$ cat config.mk
export PLATFORM = sky130hd
export DESIGN_NAME = pix_packer
export DESIGN_NICKNAME = d
export VERILOG_FILES = /design/src/rtl/pix_pack_pkg.sv /design/src/rtl/pix_fmt_decode.sv /design/src/rtl/pix_lane_pack.sv /design/src/rtl/pix_byte_gather.sv /design/src/rtl/pix_packer.sv
export SDC_FILE = /design/constraint.sdc
export NUM_CORES = 1
export LEC_CHECK = 0
export CAP_MARGIN = 25
export CORE_MARGIN = 5
export CORE_UTILIZATION = 40
export CTS_BUF_LIST = sky130_fd_sc_hd__clkbuf_8 sky130_fd_sc_hd__clkbuf_16
export DETAILED_ROUTE_END_ITERATION = 8
export DONT_BUFFER_PORTS = 1
export GPL_ROUTABILITY_DRIVEN = 1
export PLACE_DENSITY_LB_ADDON = 0.15
export SYNTH_ARGS = -nofsm -noshare
export SYNTH_HDL_FRONTEND = slang
export SYNTH_HIERARCHICAL = 1
export SYNTH_SLANG_ARGS = --single-unit
$ cat constraint.sdc
create_clock -name clk -period 2.1 [get_ports clk]
set_input_delay 0.315 -clock clk [delete_from_list [all_inputs] [get_ports clk]]
set_output_delay 0.315 -clock clk [all_outputs]
set_load 0.02 [all_outputs]
$ cat src/rtl/pix_pack_pkg.sv
package pix_pack_pkg;
  localparam int CH_W       = 8;
  localparam int WORD_BYTES = 4;
  localparam int WORD_W     = WORD_BYTES * CH_W;
  localparam int NB_W       = $clog2(WORD_BYTES + 1);

  typedef enum logic [2:0] {
    KIND_NONE,
    KIND_4444,
    KIND_565,
    KIND_888,
    KIND_8888
  } pix_kind_e;

  function automatic logic [NB_W-1:0] kind_bytes(input pix_kind_e k);
    case (k)
      KIND_4444, KIND_565: kind_bytes = NB_W'(2);
      KIND_888:            kind_bytes = NB_W'(3);
      KIND_8888:           kind_bytes = NB_W'(4);
      default:             kind_bytes = '0;
    endcase
  endfunction
endpackage

$ cat src/rtl/pix_fmt_decode.sv
module pix_fmt_decode
  import pix_pack_pkg::*;
(
  input  logic [3:0]      code,
  output pix_kind_e       kind,
  output logic            red_high,
  output logic            alpha_low,
  output logic [NB_W-1:0] nbytes
);
  always_comb begin
    case (code)
      4'd0, 4'd1, 4'd2, 4'd3:     kind = KIND_4444;
      4'd6, 4'd7:                 kind = KIND_565;
      4'd8, 4'd9:                 kind = KIND_888;
      4'd12, 4'd13, 4'd14, 4'd15: kind = KIND_8888;
      default:                    kind = KIND_NONE;
    endcase
  end

  // bit 0 picks red as the highest colour, bit 1 moves alpha to the low end
  assign red_high  = code[0];
  assign alpha_low = code[1];
  assign nbytes    = kind_bytes(kind);
endmodule

$ cat src/rtl/pix_lane_pack.sv
module pix_lane_pack
  import pix_pack_pkg::*;
(
  input  pix_kind_e         kind,
  input  logic              red_high,
  input  logic              alpha_low,
  input  logic [CH_W-1:0]   r,
  input  logic [CH_W-1:0]   g,
  input  logic [CH_W-1:0]   b,
  input  logic [CH_W-1:0]   a,
  output logic [WORD_W-1:0] packed_le
);
  logic [CH_W-1:0] c_hi, c_lo;

  assign c_hi = red_high ? r : b;
  assign c_lo = red_high ? b : r;

  always_comb begin
    packed_le = '0;
    case (kind)
      KIND_4444: packed_le[15:0] = alpha_low ?
                   {c_hi[7:4], g[7:4], c_lo[7:4], a[7:4]} :
                   {a[7:4], c_hi[7:4], g[7:4], c_lo[7:4]};
      KIND_565:  packed_le[15:0] = {c_hi[7:3], g[7:2], c_lo[7:3]};
      KIND_888:  packed_le[23:0] = {c_hi, g, c_lo};
      KIND_8888: packed_le = alpha_low ? {c_hi, g, c_lo, a} : {a, c_hi, g, c_lo};
      default:   packed_le = '0;
    endcase
  end
endmodule

$ cat src/rtl/pix_byte_gather.sv
module pix_byte_gather #(
  parameter int WB = 4
) (
  input  logic                       clk,
  input  logic                       rst_n,
  input  logic                       push,
  input  logic [WB*8-1:0]            push_bytes,
  input  logic [$clog2(WB+1)-1:0]    push_n,
  input  logic                       pop,
  output logic [$clog2(2*WB+1)-1:0]  fill,
  output logic [WB*8-1:0]            word
);
  localparam int BB = 2 * WB;
  localparam int CW = $clog2(BB + 1);

  logic [BB*8-1:0] acc_q, acc_d, shifted, ins;
  logic [CW-1:0]   cnt_q, cnt_d, base;

  always_comb begin
    shifted = pop ? (acc_q >> (WB * 8)) : acc_q;
    base    = pop ? (cnt_q - CW'(WB)) : cnt_q;
    ins     = {{((BB - WB) * 8){1'b0}}, push_bytes} << (32'(base) * 8);
    acc_d   = push ? (shifted | ins) : shifted;
    cnt_d   = push ? (base + CW'(push_n)) : base;
  end

  always_ff @(posedge clk or negedge rst_n) begin
    if (!rst_n) begin
      acc_q <= '0;
      cnt_q <= '0;
    end else begin
      acc_q <= acc_d;
      cnt_q <= cnt_d;
    end
  end

  assign fill = cnt_q;
  assign word = acc_q[WB*8-1:0];
endmodule

$ cat src/rtl/pix_packer.sv
module pix_packer
  import pix_pack_pkg::*;
(
  input  logic        clk,
  input  logic        rst_n,
  input  logic        in_valid,
  output logic        in_ready,
  input  logic [7:0]  in_r,
  input  logic [7:0]  in_g,
  input  logic [7:0]  in_b,
  input  logic [7:0]  in_a,
  input  logic [3:0]  fmt_code,
  input  logic        alpha_keep,
  input  logic        alpha_flip,
  input  logic [3:0]  lane_mask,
  output logic        out_valid,
  input  logic        out_ready,
  output logic [31:0] out_word,
  output logic [3:0]  out_strb
);
  localparam int FILL_W = $clog2(2 * WORD_BYTES + 1);

  pix_kind_e         kind;
  logic              red_high, alpha_low;
  logic [NB_W-1:0]   nbytes;
  logic [CH_W-1:0]   alpha_eff;
  logic [WORD_W-1:0] packed_le;
  logic [FILL_W-1:0] fill_lvl;
  logic              push, pop;

  pix_fmt_decode u_dec (
    .code      (fmt_code),
    .kind      (kind),
    .red_high  (red_high),
    .alpha_low (alpha_low),
    .nbytes    (nbytes)
  );

  always_comb begin
    if (alpha_keep) alpha_eff = alpha_flip ? ~in_a : in_a;
    else            alpha_eff = {CH_W{alpha_flip}};
  end

  pix_lane_pack u_pack (
    .kind      (kind),
    .red_high  (red_high),
    .alpha_low (alpha_low),
    .r         (in_r),
    .g         (in_g),
    .b         (in_b),
    .a         (alpha_eff),
    .packed_le (packed_le)
  );

  assign out_valid = fill_lvl >= FILL_W'(WORD_BYTES);
  assign in_ready  = (fill_lvl < FILL_W'(WORD_BYTES)) | out_ready;
  assign pop       = out_valid & out_ready;
  assign push      = in_valid & in_ready & (nbytes != '0);

  pix_byte_gather #(.WB(WORD_BYTES)) u_gather (
    .clk        (clk),
    .rst_n      (rst_n),
    .push       (push),
    .push_bytes (packed_le),
    .push_n     (nbytes),
    .pop        (pop),
    .fill       (fill_lvl),
    .word       (out_word)
  );

  assign out_strb = lane_mask;
endmodule

## After elaboration in Yosys (flattened, before gate mapping)

Memory sizes are Yosys's and may differ from the RTL's.
Cells that the tools add are included.

| operators by class | value |
|---|---|
| $lt $le $gt $ge | 2 |
| bitwise logic cells | 6 |
| $add $sub $neg | 2 |
| reductions and logical operators | 2 |
| shift operators | 1 |
| eq/ne operators | 4 |
| multiplexer cells | 14 |

Operators by type and width:

| operator | count |
|---|---|
| 64-bit two-way mux | 2 |
| 64-bit bitwise OR | 1 |
| 16-bit case mux with 4 select lines | 1 |
| 32-bit by 7-bit left shift with 64-bit output | 1 |
| 8-bit two-way mux | 5 |
| 32-bit two-way mux | 1 |
| 16-bit two-way mux | 1 |
| 8-bit case mux with 2 select lines | 1 |
| 3-bit case mux with 3 select lines | 1 |
| 4-bit two-way mux | 2 |
| 8-bit inverter | 1 |
| 3-bit by 2-bit == test with 1-bit output (second input constant) | 2 |
| 4-bit by 3-bit adder with 4-bit output | 1 |
| 4-bit by 3-bit greater-or-equal comparator with 1-bit output (second input constant) | 1 |
| 4-bit by 3-bit less-than comparator with 1-bit output (second input constant) | 1 |
| 4-bit by 3-bit subtractor with 4-bit output (second input constant) | 1 |
| 1-bit bitwise AND | 3 |
| 3-bit by 1-bit == test with 1-bit output (second input constant) | 1 |
| 3-bit == test (second input constant) | 1 |
| 3-bit nonzero test | 1 |
| 2-bit OR reduction | 1 |
| 1-bit bitwise OR | 1 |

| storage, ports and cells | value |
|---|---|
| bits of input ports | 46 |
| output and inout port bits | 38 |
| memories kept | 1 |
| word-level logic and storage cells | 34 |
| memory bits (read-only) | 48 |
| register bits | 68 |

Memory list:

| memory | depth | width | rd ports | clocked after memory_dff | write ports | RTL line | text |
|---|---|---|---|---|---|---|---|
| (no name shown) | 16 | 3 | 1 | 0 | 0 | pix_fmt_decode.sv:11 | `case (code)` |

## Depth between registers and ports, before layout

Gate-level depths: netlist (run 1).

| depth | value |
|---|---|
| word-level depth | 8 |
| mapped depth | 10 |

## By module

The synthesis (run 1) kept the hierarchy.

Modules (own cells, without submodules):

| module | instances | area each (µm²) | cells an instance | seq. area each (µm²) |
|---|---|---|---|---|
| pix_byte_gather | 1 | 3,833.7 | 342 | 1,701.6 |
| pix_lane_pack | 1 | 1,099.8 | 139 | 0.0 |
| pix_packer | 1 | 172.7 | 26 | 0.0 |
| pix_fmt_decode | 1 | 68.8 | 9 | 0.0 |

## Worst setup path before layout (run 1)

Ideal clock, no wire load.

| timing path | value |
|---|---|
| kind | input to register |
| start point | in fmt_code[1] |
| end point | reg u_gather.acc_q[30] |
| slack | -0.049 ns |
| setup time | 0.076 ns |
| arrival time | 2.073 ns |
| stages | 10 |
| buffers on the path | 2 |
| cell sequence | nor3b_2 -> o21bai_1 -> and3b_1 -> clkbuf_1 -> buf_2 -> a22oi_1 -> o221ai_1 -> mux2i_1 -> mux2_2 -> o21ai_1 |

RTL lines:

| what | RTL line | text |
|---|---|---|
| from (decl) | pix_packer.sv:12 | `input logic [3:0] fmt_code,` |
| memory 16 x 3 bit * | n/a |  |
| via kind[1] | pix_packer.sv:23 | `pix_kind_e kind;` |
| 3-bit == test, or another cell as far along | pix_lane_pack.sv:20 | `case (kind)` |
| 16-bit case mux with 4 select lines * | pix_lane_pack.sv:20 |  |
| via packed_le[6] | pix_packer.sv:27 | `logic [WORD_W-1:0] packed_le;` |
| 32-bit by 7-bit left shift with 64-bit output * | pix_byte_gather.sv:22 | `ins = {{((BB - WB) * 8){1'b0}}, push_bytes} << (32'(base) * 8);` |
| 64-bit bitwise OR * | pix_byte_gather.sv:23 | `acc_d = push ? (shifted \| ins) : shifted;` |
| 64-bit two-way mux * | pix_byte_gather.sv:23 |  |
| via u_gather.acc_d[30] | pix_byte_gather.sv:16 | `logic [BB*8-1:0] acc_q, acc_d, shifted, ins;` |
| to (signal assigned) | pix_byte_gather.sv:29 | `acc_q <= '0;` |
| to (signal assigned) | pix_byte_gather.sv:32 | `acc_q <= acc_d;` |
| to (decl) | pix_byte_gather.sv:16 |  |

Mark *: on every way through the listed nets, which the timed path passes. The rest lies on a longest branch.

## Final worst setup path (run 1)

| timing path | value |
|---|---|
| start point | in fmt_code[3] |
| end point | reg u_gather.acc_q[29] |

The elaborated chain is that of the path after synthesis.

==> results.yml, run 1 <==
critical_path:
  crit_path_start_kind: "input pin"
  critPathArrivalTime_ns: 2.26
  crit_path_end_kind: "flop"
  crit_slowest_cell: "or3b_1"
  criticalPathCategory: "input pin to flop"
  crit_path_cell_trace: "nor3b_2 -> o21bai_4 -> or3b_1 -> buf_4 -> o221ai_1 -> mux2i_1 -> mux2_2 -> o21ai_1"
  crit_path_max_incr_delay_ns: 0.39
  required_ns: 2.36
  critPathMaxFanout: 16
clocking:
  clock-sinks: 68
  cts_root_buffer: "clkbuf_16"
  clockBufferDepth: 2
  path_clk_slew_ns: 0.06
  cts_tree: "done"
  h-tree-depth: 3
  worstSkewPairLatency_ns: 0.33
  cts_buffers: 9
die:
  die_w_um: 124
  initial_core_util: 0.408
  die_area_um2: 15300
  fp.coreArea_um2: 12700
  num_rows: 41
  ios: 84
  fp.dieH_um: 124
synthesis:
  syn_avg_cell_area_um2: 10.0
  synth_flop_cell: "dfrtp_1"
  ys_seq_elements: 68
  synth-edff-count: 0
  synth_xor_xnor_area_share: 0.0218
  synth-adder-area-share: 0.0111
  synth_top_family_by_area: "compound AO/OA/AOI/OAI gates"
  synth_area_um2: 5170
  synthArstFlopShare: 1.00
  synth-simple-area-share: 0.111
  yosysWarnings: 6
  syn_inst: 516
  synth.mux.area_fraction: 0.189
  synth_cell_types: 53
  syn-num-nets: 566
  synth_compound_area_frac: 0.215
  yosysSeqAreaShare: 0.329
routing:
  top_layer_used: "met4"
  totalWireLength_mm: 15.4
  drc: 0
  wl_met3_mm: 1.06
  wl_per_cell_um: 21.8
  drtPass1Iterations: 5
  vias_per_cell: 5.73
  routedLengthMet1_mm: 6.76
  ant_nets: 0
  vias: 4048
  drtIter0Drc: 379
  dr_wl_met2_mm: 7.37
grt:
  grt_pass1_wl_mm: 23.8
  grt_pass1_vias: 4109
  grtUsageTotal: 0.206
  grt-ovfl-total: 0
  antenna_found_initial: 0
  grt_start_max_net_pins: 74
sta:
  worstMarginPinSlew_ns: 0.783
  fin_hold_ws_ns: 0.442
  fin_skew_ns: 0.00941
  period_needed_ns: 2.00
  period_share: 0.955
  max_freq_ghz: 0.499
  maxSlewHeadroom: 0.477
  hold_viol: 0
  slew_violations: 0
  rsz0062_at_grt: "true"
  finalSetupViolations: 0
power_and_ir_drop:
  design_power_total_w: 0.00600
  vdd_drop_max_mv: 0.663
  power.density_nw_per_um2: 1020
  p_leak_nw: 2.55
place:
  dp_hpwl_mm: 11.8
  io_buffers: 0
  gp_congestion: 0.915
layout:
  nets: 580
  final_cell_mix: "75 x buf_4, 73 x mux2i_1, 68 x dfrtp_1, 27 x o221ai_1, 24 x o21ai_0"
  drive_above_1_share: 0.271
  antenna-diode-count: 0
  fillers: 1266
  area_growth_pct: 13.2
  regArea_um2: 1700
  multiInputGateArea_um2: 2880
  final_common_cell: "buf_4"
min_path:
  hp-class: "input pin to flop"
run:
  maxCapViolations: 0
status:
  status: "completed"
[critical path, delay by kind of cell]
| family | cells | cell delay, ns |
|---|---|---|
| AO/OA/AOI/OAI | 3 | 0.71 |
| AND/OR/NAND/NOR | 2 | 0.53 |
| multiplexers | 2 | 0.49 |
| buffers and inverters | 1 | 0.21 |
[final cells by class]
type	count	share of cell area
clock buffer	9	0.0384
clock inverter	7	0.0117
inverter	19	0.0122
multi-input combinational	350	0.491
sequential	68	0.290
tap	172	0.0367
timing repair buffer	82	0.120
[sequential cells by signal, summed over array words and instances, names as in the netlist]
| signal | cells |
|---|---|
| u_gather/acc_q | 64 |
| u_gather/fill | 4 |
[power breakdown]
group          total (W)  switching, W  leakage, nW  internal (W)
clock network    0.00151      0.000598        0.147      0.000915
registers        0.00204      0.000455        0.934       0.00159
logic            0.00244       0.00132         1.47       0.00113
[timing repair]
item / CTS / global route
endpoints found under the hold margin: 68 / 0
hold buffers: 2 / 0
gates resized for setup: 0 / 7
buffers inserted: 0 / 1
endpoints found under the setup margin: 0 / 12
[synth_stat cells, types with 2 or more instances]
| library cell | number | share of area |
|---|---|---|
| nor3b_2 | 4 | 0.0097 |
| or2_2 | 3 | 0.0036 |
| mux2i_1 | 73 | 0.14 |
| o211ai_1 | 7 | 0.010 |
| dfrtp_1 | 68 | 0.33 |
| nand2_1 | 20 | 0.015 |
| buf_4 | 45 | 0.065 |
| ha_1 | 3 | 0.0073 |
| a221o_1 | 16 | 0.031 |
| o21ai_0 | 26 | 0.025 |
| clkbuf_1 | 8 | 0.0058 |
| xnor2_1 | 11 | 0.019 |
| buf_6 | 10 | 0.022 |
| nand2b_1 | 12 | 0.015 |
| nor2_1 | 11 | 0.0080 |
| o211ai_2 | 5 | 0.012 |
| nor2b_1 | 19 | 0.023 |
| nand3b_1 | 4 | 0.0058 |
| inv_1 | 17 | 0.012 |
| mux2_2 | 22 | 0.048 |
| buf_2 | 13 | 0.013 |
| inv_2 | 2 | 0.0015 |
| o2bb2ai_1 | 10 | 0.017 |
| a2bb2oi_1 | 9 | 0.015 |
| nand3_1 | 8 | 0.0077 |
| o21bai_1 | 2 | 0.0029 |
| o21ai_1 | 9 | 0.0087 |
| a22oi_1 | 12 | 0.017 |
| o221ai_1 | 27 | 0.046 |
| a21oi_1 | 3 | 0.0029 |
| o22ai_1 | 10 | 0.012 |
| buf_1 | 2 | 0.0015 |
| a211oi_1 | 5 | 0.0073 |
[cell families (layout without fill, tap and decap cells)]
family	after synthesis	after routing
fa+ha+maj	4	4
xor+xnor	12	12
flops	68	68
simple gates	94	94
compound gates	145	145
mux	95	95
buf+inv	98	117
[per-layer routing]
layer,global-route usage,vias up
li1,-,1921
met1,0.277,1980
met2,0.333,125
met3,0.0509,22
met4,0.0540,0
met5,0,-
[per-stage QoR]
stage	instance area (um2)	setup WS (ns)	TNS [ns]	util	instances
finish	5860	0.0953	0	0.463	707
global route	5860	-0.00866	-0.00866	0.463	707
CTS	5830	0.0611	0	0.460	706
detailed placement	5490	-0.257	-6.27	0.434	688
global placement	5490	-0.266	-5.34	0.434	688
floorplan	5190	0.00493	0	-	516
[path summary, 6_finish.rpt]
| kind | start | to | slack, ns | depth (start not counted) |
|---|---|---|---|---|
| min in group asynchronous | rst_n | u_gather/acc_q[4] | 0.53 | 2 |
| max in group asynchronous | rst_n | u_gather/acc_q[62] | 1.27 | 2 |
| worst min register to register | u_gather/acc_q[37] | u_gather/acc_q[5] | 0.50 | 1 |
| worst min-delay path | in_valid | u_gather/fill[2] | 0.44 | 3 |
| worst max register to register | u_gather/fill[0] | u_gather/acc_q[48] | 0.15 | 5 |
| worst max-delay path | fmt_code[3] | u_gather/acc_q[29] | 0.1 | 8 |
(Power assumes the default switching activity.)
==> inputs of run 2 (changes only) <==
Settings changed: PLACE_DENSITY set to 0.63, PLACE_DENSITY_LB_ADDON 0.15 to unset.
==> run 2 against run 1 <==
  * Cell area decreased by 2.2%
  * Highest routed layer unchanged
  * Setup slack got worse by 0.033 ns
  * Sequential power about the same
  * Hold slack improved by 0.0080 ns
  * Non-clock buffer count decreased by 20
  * Final cell count decreased by 2.8%
==> results.yml, run 2 (synthesized netlist as in run 1, its figures left out) <==
die:
  die_w_um: 124
  initial_core_util: 0.408
  num_rows: 41
  ios: 84
  fp.dieH_um: 124
  fp.coreArea_um2: 12700
  die_area_um2: 15300
critical_path:
  critPathCapture: "u_gather/acc_q[49]"
  critPathMaxFanout: 15
  cp.depth: 10
  crit_path_end_kind: "flop"
  cp-startpoint: "fmt_code[3]"
  reg2reg_from: "u_gather/fill[3]"
  criticalPathCategory: "input pin to flop"
  crit_path_max_incr_delay_ns: 0.33
  critPathTopFamily: "compound AO/OA/AOI/OAI gates"
  cp_num_buf_inv: 3
  ff2ff_path_depth: 5
  r2r_end: "u_gather/acc_q[48]"
  crit_path_start_kind: "input pin"
  critPathArrivalTime_ns: 2.22
  crit_path_cell_trace: "nor3b_2 -> o21bai_4 -> buf_4 -> and3b_2 -> a22oi_1 -> o211ai_2 -> buf_4 -> a2bb2oi_1 -> buf_4 -> o221ai_1"
  required_ns: 2.28
  cp_common_cell: "buf_4"
  r2r_slack_ns: 0.12
  crit_slowest_cell: "and3b_2"
layout:
  antenna-diode-count: 0
  final_cell_mix: "72 x mux2i_1, 68 x dfrtp_1, 56 x buf_4, 27 x o221ai_1, 25 x o21ai_0"
  area_growth_pct: 10.7
  nets: 560
  final_common_cell: "mux2i_1"
  max_flop_register: "u_gather/acc_q"
  drive_above_1_share: 0.241
  largest_reg_flops: 64
grt:
  grt-ovfl-total: 0
  grt_start_max_net_pins: 74
  use_met3: 0.0509
  grt_pass1_wl_mm: 22.6
  grtUsageTotal: 0.195
  globalRouteMet2Util: 0.319
  grt_pass1_vias: 4107
  antenna_found_initial: 0
  grt_busiest_layer: "met2"
  grt_util_met1: 0.244
status:
  status: "completed"
sta:
  worstMarginPinSlew_ns: 0.711
  period_share: 0.970
  finalSetupViolations: 0
  fin_skew_ns: 0.00980
  period_needed_ns: 2.04
  rsz0062_at_grt: "false"
  hold_viol: 0
  slew_violations: 0
  tns_ns: 0
  max_freq_ghz: 0.491
  maxSlewHeadroom: 0.525
place:
  dp_hpwl_mm: 10.7
  gp_congestion: 0.901
  io_buffers: 0
routing:
  wl_per_cell_um: 21.1
  drc: 0
  ant_nets: 0
  vias: 4046
  drtIter0Drc: 336
  vias_per_cell: 5.89
  totalWireLength_mm: 14.5
  drtPass1Iterations: 5
power_and_ir_drop:
  power.density_nw_per_um2: 1060
  design_power_total_w: 0.00605
  p_leak_nw: 2.47
  vdd_drop_max_mv: 0.926
min_path:
  hold_depth: 3
  hp-class: "input pin to flop"
run:
  maxCapViolations: 0
clocking:
  clockBufferDepth: 2
  cts_buffers: 9
  cts_root_buffer: "clkbuf_16"
  cts_tree: "done"
  worstSkewPairLatency_ns: 0.33
  clock-sinks: 68
  h-tree-depth: 3
  path_clk_slew_ns: 0.06
## run 2: how the worst min path moves through the flow
stage	slack, ns	end	start
detailed placement	0.02	u_gather/acc_q[1]	rst_n
global route	0.47	u_gather/acc_q[35]	fmt_code[1]
CTS	0.44	u_gather/fill[1]	in_valid
floorplan	0.02	u_gather/acc_q[0]	rst_n
finish	0.45	u_gather/fill[2]	in_valid
global placement	0.02	u_gather/acc_q[1]	rst_n
## run 2: per-stage QoR
stage	hold WS (ns)	worst slack [ns]	area (um2)	cells	utilization
5_1_grt	0.473	0.00959	5730	687	0.452
2_1_floorplan	0.0194	0.00493	5190	516	-
6_report	0.450	0.0622	5730	687	0.452
4_1_cts	0.438	0.00950	5700	685	0.449
3_5_place_dp	0.0212	-0.345	5320	667	0.420
3_3_place_gp	0.0210	-0.341	5320	667	0.420
## run 2: metal layers
metal	vias to the layer above	routed length, um
li1	1882	-
met5	-	0
met4	0	460
met1	1992	6030
met2	146	7040
met3	26	968
## run 2: power by group
group | switching [W] | total [W] | internal, W
registers | 0.000463 | 0.00205 | 0.00159
clock network | 0.000560 | 0.00163 | 0.00107
logic | 0.00130 | 0.00237 | 0.00107
## run 2: layout make-up
cell class                      count  area (um2)
Fill cell                        1239        6940
Multi-Input combinational cell    350        2880
Sequential cell                    68        1700
Timing Repair Buffer               62         538
Clock buffer                       10         239
Tap cell                          172         215
Clock inverter                      6        87.6
Inverter                           19        71.3
## run 2: timing repair
action / in CTS / in global routing
hold buffers: 2 / 0
resized for setup: 1 / 5
setup endpoints to repair: 16 / 46
pin swaps: 0 / 0
hold endpoints to repair: 68 / 0
setup buffers: 0 / 2
## run 2: worst register-to-register path: stages, from the launching register on
cell and delay, ns:
dfrtp_1 0.39, or2_1 0.24, and2_2 0.25, and3b_4 0.23
o21ai_4 0.46, o221ai_1 0.24
